--- src/rtl/mbb_pkg.sv ---
// Shared constants and request type for the indexed message bus bridge.
// Assumes 32-bit host words and 8-bit opcode/port/offset fields.
package mbb_pkg;
    localparam int MBB_DW     = 32;
    localparam int MBB_FW     = 8;
    localparam int MBB_BEW    = 4;
    localparam int OPC_LSB    = 24;
    localparam int PORT_LSB   = 16;
    localparam int OFS_LSB    = 8;
    localparam int BE_LSB     = 4;
    localparam logic [MBB_FW-1:0] OP_READ  = 8'h10;
    localparam logic [MBB_FW-1:0] OP_WRITE = 8'h11;

    typedef struct packed {
        logic [MBB_FW-1:0]  opcode;
        logic [MBB_FW-1:0]  port;
        logic [MBB_DW-1:0]  addr;
        logic [MBB_BEW-1:0] be;
        logic [MBB_DW-1:0]  wdata;
    } mb_req_t;
endpackage

--- src/rtl/mbb_host_regs.sv ---
// Host-visible register file: command, payload and upper-address words.
// Assumes the command store is qualified by the launch logic (ctrl_accept);
// read data is a combinational function of host_addr.
module mbb_host_regs
    import mbb_pkg::*;
#(
    parameter int          HOST_AW  = 8,
    parameter logic [7:0]  CTRL_OFS = 8'hD0,
    parameter logic [7:0]  DATA_OFS = 8'hD4,
    parameter logic [7:0]  EXT_OFS  = 8'hD8
) (
    input  logic                clk,
    input  logic                rst_n,
    input  logic                host_wr_en,
    input  logic [HOST_AW-1:0]  host_addr,
    input  logic [MBB_DW-1:0]   host_wdata,
    input  logic                ctrl_accept,
    input  logic                rd_load,
    input  logic [MBB_DW-1:0]   rd_word,
    output logic                ctrl_wr,
    output logic [MBB_DW-1:0]   data_q,
    output logic [MBB_DW-1:0]   ext_q,
    output logic [MBB_DW-1:0]   host_rdata
);
    localparam int KEEP_W = MBB_DW - BE_LSB;

    logic [KEEP_W-1:0] ctrl_q;
    logic              data_wr;
    logic              ext_wr;

    // Decode host stores per register.
    assign ctrl_wr = host_wr_en && (host_addr == HOST_AW'(CTRL_OFS));
    assign data_wr = host_wr_en && (host_addr == HOST_AW'(DATA_OFS));
    assign ext_wr  = host_wr_en && (host_addr == HOST_AW'(EXT_OFS));

    // Command word: keep accepted stores, low nibble is not stored.
    always_ff @(posedge clk) begin
        if (!rst_n)           ctrl_q <= '0;
        else if (ctrl_accept) ctrl_q <= host_wdata[MBB_DW-1:BE_LSB];
    end

    // Payload word: read return has priority over a host store.
    always_ff @(posedge clk) begin
        if (!rst_n)       data_q <= '0;
        else if (rd_load) data_q <= rd_word;
        else if (data_wr) data_q <= host_wdata;
    end

    // Upper-address word: plain host register.
    always_ff @(posedge clk) begin
        if (!rst_n)      ext_q <= '0;
        else if (ext_wr) ext_q <= host_wdata;
    end

    // Host read multiplexer.
    always_comb begin
        host_rdata = '0;
        if (host_addr == HOST_AW'(CTRL_OFS))      host_rdata = {ctrl_q, {BE_LSB{1'b0}}};
        else if (host_addr == HOST_AW'(DATA_OFS)) host_rdata = data_q;
        else if (host_addr == HOST_AW'(EXT_OFS))  host_rdata = ext_q;
    end
endmodule

--- src/rtl/mbb_launch.sv ---
// Launch qualifier: accepts command stores when idle, recognises legal
// opcodes and keeps the sticky error flag. Assumes busy comes from the
// request port.
module mbb_launch
    import mbb_pkg::*;
(
    input  logic              clk,
    input  logic              rst_n,
    input  logic              ctrl_wr,
    input  logic [MBB_FW-1:0] opcode,
    input  logic              busy,
    output logic              ctrl_accept,
    output logic              launch,
    output logic              err
);
    logic op_ok;

    // Qualify the store and the opcode.
    assign op_ok       = (opcode == OP_READ) || (opcode == OP_WRITE);
    assign ctrl_accept = ctrl_wr && !busy;
    assign launch      = ctrl_accept && op_ok;

    // Sticky error on a refused command store.
    always_ff @(posedge clk) begin
        if (!rst_n)                            err <= 1'b0;
        else if (ctrl_wr && (busy || !op_ok))  err <= 1'b1;
    end

    AST_DROP_SETS_ERR: assert property (@(posedge clk) disable iff (!rst_n)
        (ctrl_wr && busy) |=> err);
    AST_ERR_STICKY: assert property (@(posedge clk) disable iff (!rst_n)
        err |=> err);
endmodule

--- src/rtl/mbb_req_port.sv ---
// Request port: holds one message-bus request from launch until acknowledge.
// Assumes launch never arrives while a request is pending.
module mbb_req_port
    import mbb_pkg::*;
(
    input  logic    clk,
    input  logic    rst_n,
    input  logic    launch,
    input  mb_req_t req_in,
    input  logic    mb_ack,
    output logic    mb_req,
    output mb_req_t req_q,
    output logic    done
);
    // Completion is an acknowledge seen while requesting.
    assign done = mb_req && mb_ack;

    // Request valid flag.
    always_ff @(posedge clk) begin
        if (!rst_n)      mb_req <= 1'b0;
        else if (launch) mb_req <= 1'b1;
        else if (done)   mb_req <= 1'b0;
    end

    // Request fields captured at launch.
    always_ff @(posedge clk) begin
        if (!rst_n)      req_q <= '0;
        else if (launch) req_q <= req_in;
    end

    AST_REQ_STABLE: assert property (@(posedge clk) disable iff (!rst_n)
        (mb_req && !mb_ack) |=> (mb_req && $stable(req_q)));
    AST_REQ_DROP: assert property (@(posedge clk) disable iff (!rst_n)
        (mb_req && mb_ack) |=> !mb_req);
endmodule

--- src/rtl/mbb_bridge.sv ---
// Top of the indexed message bus bridge. A store to the command word
// launches one message-bus read or write. Field positions come from mbb_pkg.
module mbb_bridge
    import mbb_pkg::*;
#(
    parameter int          HOST_AW  = 8,
    parameter logic [7:0]  CTRL_OFS = 8'hD0,
    parameter logic [7:0]  DATA_OFS = 8'hD4,
    parameter logic [7:0]  EXT_OFS  = 8'hD8
) (
    input  logic                clk,
    input  logic                rst_n,
    input  logic                host_wr_en,
    input  logic [HOST_AW-1:0]  host_addr,
    input  logic [MBB_DW-1:0]   host_wdata,
    output logic [MBB_DW-1:0]   host_rdata,
    output logic                busy_o,
    output logic                err_o,
    output logic                mb_req,
    output logic [MBB_FW-1:0]   mb_opcode,
    output logic [MBB_FW-1:0]   mb_port,
    output logic [MBB_DW-1:0]   mb_addr,
    output logic [MBB_BEW-1:0]  mb_be,
    output logic [MBB_DW-1:0]   mb_wdata,
    input  logic                mb_ack,
    input  logic [MBB_DW-1:0]   mb_rdata
);
    localparam int UP_W = MBB_DW - MBB_FW;

    logic        ctrl_wr, ctrl_accept, launch, done, rd_load;
    logic [MBB_DW-1:0] data_q, ext_q;
    mb_req_t     req_new, req_q;

    // Unpack the command store into a request.
    always_comb begin
        req_new.opcode = host_wdata[OPC_LSB  +: MBB_FW];
        req_new.port   = host_wdata[PORT_LSB +: MBB_FW];
        req_new.addr   = {ext_q[MBB_DW-1 -: UP_W], host_wdata[OFS_LSB +: MBB_FW]};
        req_new.be     = host_wdata[BE_LSB   +: MBB_BEW];
        req_new.wdata  = data_q;
    end

    // A completed read returns its word into the payload register.
    assign rd_load = done && (req_q.opcode == OP_READ);

    mbb_host_regs #(
        .HOST_AW(HOST_AW), .CTRL_OFS(CTRL_OFS), .DATA_OFS(DATA_OFS), .EXT_OFS(EXT_OFS)
    ) u_regs (
        .clk(clk), .rst_n(rst_n), .host_wr_en(host_wr_en), .host_addr(host_addr),
        .host_wdata(host_wdata), .ctrl_accept(ctrl_accept), .rd_load(rd_load),
        .rd_word(mb_rdata), .ctrl_wr(ctrl_wr), .data_q(data_q), .ext_q(ext_q),
        .host_rdata(host_rdata)
    );

    mbb_launch u_launch (
        .clk(clk), .rst_n(rst_n), .ctrl_wr(ctrl_wr), .opcode(req_new.opcode),
        .busy(mb_req), .ctrl_accept(ctrl_accept), .launch(launch), .err(err_o)
    );

    mbb_req_port u_port (
        .clk(clk), .rst_n(rst_n), .launch(launch), .req_in(req_new),
        .mb_ack(mb_ack), .mb_req(mb_req), .req_q(req_q), .done(done)
    );

    // Drive the message-bus request fields.
    assign busy_o    = mb_req;
    assign mb_opcode = req_q.opcode;
    assign mb_port   = req_q.port;
    assign mb_addr   = req_q.addr;
    assign mb_be     = req_q.be;
    assign mb_wdata  = req_q.wdata;

    AST_OPCODE_LEGAL: assert property (@(posedge clk) disable iff (!rst_n)
        mb_req |-> (mb_opcode == OP_READ || mb_opcode == OP_WRITE));
    AST_BADOP_NO_REQ: assert property (@(posedge clk) disable iff (!rst_n)
        (ctrl_wr && !mb_req && host_wdata[OPC_LSB +: MBB_FW] != OP_READ
         && host_wdata[OPC_LSB +: MBB_FW] != OP_WRITE) |=> !mb_req);
    AST_READ_LOAD: assert property (@(posedge clk) disable iff (!rst_n)
        (mb_req && mb_ack && mb_opcode == OP_READ) |=> (data_q == $past(mb_rdata)));
endmodule

--- config.mk ---
export PLATFORM = sky130hd
export DESIGN_NAME = mbb_bridge
export DESIGN_NICKNAME = d
export VERILOG_FILES = /design/src/rtl/mbb_pkg.sv /design/src/rtl/mbb_host_regs.sv /design/src/rtl/mbb_launch.sv /design/src/rtl/mbb_req_port.sv /design/src/rtl/mbb_bridge.sv
export SDC_FILE = /design/constraint.sdc
export NUM_CORES = 1
export LEC_CHECK = 0
export BUFFER_PORTS_ARGS = -buffer_cell sky130_fd_sc_hd__buf_2
export CAP_MARGIN = 0
export CORE_AREA = 5 5 111 192
export DETAILED_ROUTE_END_ITERATION = 16
export DIE_AREA = 0 0 116 197
export PLACE_DENSITY = 0.68
export SYNTH_ARGS = -nofsm -noshare
export SYNTH_HDL_FRONTEND = slang
export SYNTH_SLANG_ARGS = --single-unit
--- constraint.sdc ---
create_clock -name clk -period 1.5 [get_ports clk]
set_input_delay 0.225 -clock clk [delete_from_list [all_inputs] [get_ports clk]]
set_output_delay 0.225 -clock clk [all_outputs]
set_load 0.02 [all_outputs]
Word level (Yosys, flattened, before mapping). Index checks and enable logic that the tools add are counted.

Flip-flop bits (word level): 178. Output and inout port bits: 119. Logic and storage cells: 37.

Eq/ne operators: 6. Muxes and demuxes: 7. Reductions and logical operators: 14.

Operators by type and width (number): 32-bit 2-to-1 mux (5); 8-bit by 5-bit == test with 1-bit output (second input constant) (3); 8-bit == test (second input constant) (3); 1-bit logical AND (8); 2-bit nonzero test (2); 1-bit zero test (2); 1-bit logical OR (2); 1-bit 2-to-1 mux (2).

Logic depth before layout (Yosys ltp).
Word-level depth: 5. Mapped depth: 7.

Modules after synthesis. From an unflattened synthesis, not the netlist that was laid out.

Cell total of the unflattened synthesis: 860. Area, all modules: 8320.5 um2.

By module, submodules not included: mbb_host_regs (times used 1, cells each 572, area an instance 4948.5 um2, sequential area each 1841.8 um2); mbb_req_port (times used 1, cells each 275, area an instance 3268.1 um2, sequential area each 1701.6 um2); mbb_launch (times used 1, cells each 9, area an instance 66.3 um2, sequential area each 20.0 um2); mbb_bridge (times used 1, cells each 4, area an instance 37.5 um2, sequential area each 0.0 um2).

Least setup slack after synthesis. No wires, ideal clock.

Path kind: reg-to-reg. From: reg u_port.mb_req. To: reg, netlist name u_port.req_q[69]. Setup time: 0.072 ns. Arrival time: 1.526 ns. Required time: 1.428 ns. Setup slack: -0.098 ns. Cell stages (with the launch flop): 7. Buffers on the path: 2. Clock period less this slack: 1.598 ns. Path through: dfxtp_1 nor4_1 and4b_1 and3_4 buf_12 buf_12 mux2i_1.

Cells in the longest elaborated chain, start to end: 3.

RTL lines: from (decl) (line mbb_req_port.sv:11) `output logic mb_req,`; from (signal assigned) (line mbb_req_port.sv:20) `if (!rst_n) mb_req <= 1'b0;`; from (signal assigned) (line mbb_req_port.sv:21) `else if (launch) mb_req <= 1'b1;`; from (signal assigned) (line mbb_req_port.sv:22) `else if (done) mb_req <= 1'b0;`; 1-bit zero test (line mbb_launch.sv:20) `assign ctrl_accept = ctrl_wr && !busy;`; 1-bit logical AND (line mbb_launch.sv:20); 1-bit logical AND (line mbb_launch.sv:21) `assign launch = ctrl_accept && op_ok;`.

No other way between the ends. A chain may end at the register's enable or synchronous reset.

Worst setup path after layout.
From: reg u_port.mb_req. To: reg, netlist name u_port.req_q[39].

Cells in the longest elaborated chain, start to end: 3.

RTL lines (line): 1-bit zero test (mbb_launch.sv:20); 1-bit logical AND (mbb_launch.sv:20); 1-bit logical AND (mbb_launch.sv:21).

No other way between the ends.

==> summary.md <==
| Metric | Value |
|---|---|
| Status | complete, but fails checks |
| Failing checks | setup timing |
| Starting Density | 39.14% |
| # fillers | about 1,900 |
| Most common cell after layout, fill and taps aside | nand2_1 |
| Clock skew | 0.01028 ns |
| Worst path max stage delay | 0.37 ns |
| CP max stage cell | dfxtp_4 |
| Post-DP HPWL | 16.30 mm |
| Post-synth EDFFs | 0 |
| RSZ-0062 raised after global routing | true |
| XOR/XNOR share of the synthesized area | 0% |
| Max-Cap Viols | 0 |
| Mux share of post-synthesis cell area | 13.72% |
| CTS hold repair buffers | 0 |
| Max Fclk | 622.0 MHz |
| Clock tree buffer depth | 2 |
| Vias in the first global route | roughly 7,000 |
| Worst Tran Pin Value | roughly 0.38 ns |
| Final setup vio count | 86 |
| CORE AREA | 19,570 um^2 |
| Worst-path clk slew | 0.08 ns |
| Adder-cell share of the synthesized area | 0% |
| Global-route wire length before repair | ~37 mm |
| Vias per Instance | 5.133 |
| Area of placed instances | 8995 um^2 |
| Post-place setup slack | -0.2222 ns |
| Num ports | 195 |
| Port-buffer cells | 194 |
| Synth Area per Inst | 8.281 um^2 |
| Leakage power | 4.131 nW |
| DRT iter0 DRCs | 360 |
| Seq/Total Area, Yosys | 46.52% |
| Die width | 116 um |
| Nets | 1,218 |
| Pins over their slew limit | 0 |
| Top_reg_cell synth | dfxtp_1 |
| Post-synthesis async set-or-reset flop share | 0% |
| Synth Cell Area | 7660 um^2 |
| CTS root buf | clkbuf_16 |
| Fin Setup TNS | -4.366 ns |
| Startpoint Class | flop |
| Crit path DAT | just under 2 ns |
| GR Overflow Total | 0 |
| Synth Register Bits | 178 |
| Routed len/inst | 17.59 um |
| CP endpoint kind | flop |
| Row count | 68 |
| Total iterations of the first detailed-routing run | 5 |
| Routability cong. | around 0.82 |
| Mapped Cells | 925 |
| Post-DRT Antenna Nets | 0 |
| Hold Crit Class | primary input to flop |
| Syn. warnings | 0 |
| TritonCTS clock tree | done |
| Hold WS | between 0.03 and 0.04 ns |
| DR DRC count | 0 |
| Share of cells above drive strength 1 | 31.52% |
| Initial antenna violation count | 2 |
| Die height | between 150 and 200 um |
| CTS sink count | between 150 and 200 |
| Final Cell Area | roughly 10,000 um^2 |
| Fin. Hold Viols | 0 |
| Commonest cells after routing, fill and taps aside | nand2_1 (289), buf_2 (164), dfxtp_1 (147) |
| Largest family of logic cells by synthesized area | simple AND/OR/NAND/NOR gates |
| Final WS setup | -0.1078 ns |
| Cell Pwr Density | 948.4 nW/um^2 |
| Compound-cell area share of the yosys netlist | 12.19% |
| H-tree depth | 4 |
| Critical path required time | 1.85 ns |
| Simple-Gate Fraction of Synth Area | 21.66% |
| Final worst-path cycle share | 107.2% |
| Total track usage | ~21% |
| Clock Latency Late Sink | 0.43 ns |
| Yosys cell types | 32 |
| Critical-path cell list | nor4_4 -> and4b_1 -> and3_4 -> buf_12 -> clkbuf_16 -> mux2i_1 |
| Crit Path Class | flop to flop |
| Tmin final | 1.608 ns |
| Rel. slew slack | 74.65% |
| Area Growth Syn to Fin | 34.12% |
| Pin count of the biggest net entering global routing | 53 |
| DIE AREA | 22,850 um^2 |
| Critical Path Fanout Max | 8 |
| Num CTS Buffers | 17 |
| Pwr Total | a little under 10 mW |
| Synthesized Nets | 1,001 |
| Routed WL | 24.65 mm |
| Vias | 7,192 |
| Max VDD drop | 0.6749 mV |
[critical path, delay by kind of cell, from the launching register on]
kind / cells / cell delay [ns]
and+or+nand+nor: 3 / 0.61
muxes: 1 / 0.20
DFF: 1 / 0.37
buffers and inverters: 2 / 0.36
[per-layer routing]
layer	wire length, um	vias up	track usage, %
li1	-	3545	-
met1	9415	3377	23.57
met2	13130	221	37.20
met3	1307	47	3.717
met4	784	2	8.516
met5	13	-	0
[metrics by stage]
stage,util (%),cells
floorplan,-,925
global placement,45.97,1332
detailed placement,45.97,1332
CTS,50.74,1389
global route,52.50,1401
finish,52.50,1401
[registers in the layout (all words and copies together), names as in the netlist]
| register | cells |
|---|---|
| u_port.mb_req | 1 |
| u_regs.ext_q | 32 |
| u_launch.err | 1 |
| u_regs.ctrl_q | 28 |
| u_port.req_q | 84 |
| u_regs.data_q | 32 |
[cell type report]
cell class / instances / area, um^2 / share of cell area [%]
multi-input combinational: 669 / 3760 / 36.60
sequential: 178 / 3605 / 35.09
timing repair buffer: 276 / 2014 / 19.61
clock buffer: 17 / 425.4 / 4.141
tap: 245 / 306.5 / 2.984
clock inverter: 15 / 160.2 / 1.559
antenna: 1 / 2.502 / 0.02436
[cell usage after synthesis (all sizes together) (4+ instances only)]
cell / instances / area [um^2]
nor2: 61 / 229.0
a31oi: 32 / 200.2
nand2: 290 / 1089
and3: 7 / 48.80
a21oi: 28 / 140.1
a21boi: 33 / 247.7
a22oi: 4 / 30.03
nand3: 29 / 145.1
buf: 29 / 269.0
clkbuf: 49 / 183.9
dfxtp: 178 / 3563
o21ai: 60 / 300.3
mux2i: 105 / 1051
[worst paths after layout]
| check | from | end | depth (start not counted) | slack (ns) |
|---|---|---|---|---|
| min reg2reg | u_port.req_q[17] | u_port.req_q[17] | 2 | 0.46 |
| min | host_wdata[3] | u_regs.ext_q[3] | 3 | 0.04 |
| max reg2reg | u_port.mb_req | u_port.req_q[39] | 6 | -0.11 |
| max | u_port.mb_req | u_port.req_q[39] | 6 | -0.11 |
[repair_timing]
action                     CTS  global route
gates cloned                 0             7
pin swaps                   13            16
resized for setup           69            57
buffers inserted            25             4
setup endpoints to repair  141           146
hold endpoints to repair     0             0
[report_power, final]
part	internal (mW)	switching [mW]
registers	4.72	0.00193
clock network	2.38	2.14
logic	0.206	0.298
total	7.30	2.44
[cells by family after synthesis]
family / count (synthesis)
and+or+nand+nor: 405
DFF: 178
muxes: 105
AOI/OAI and AO/OA: 159
buffers and inverters: 78
No activity file was read; power rests on OpenSTA's default activity.
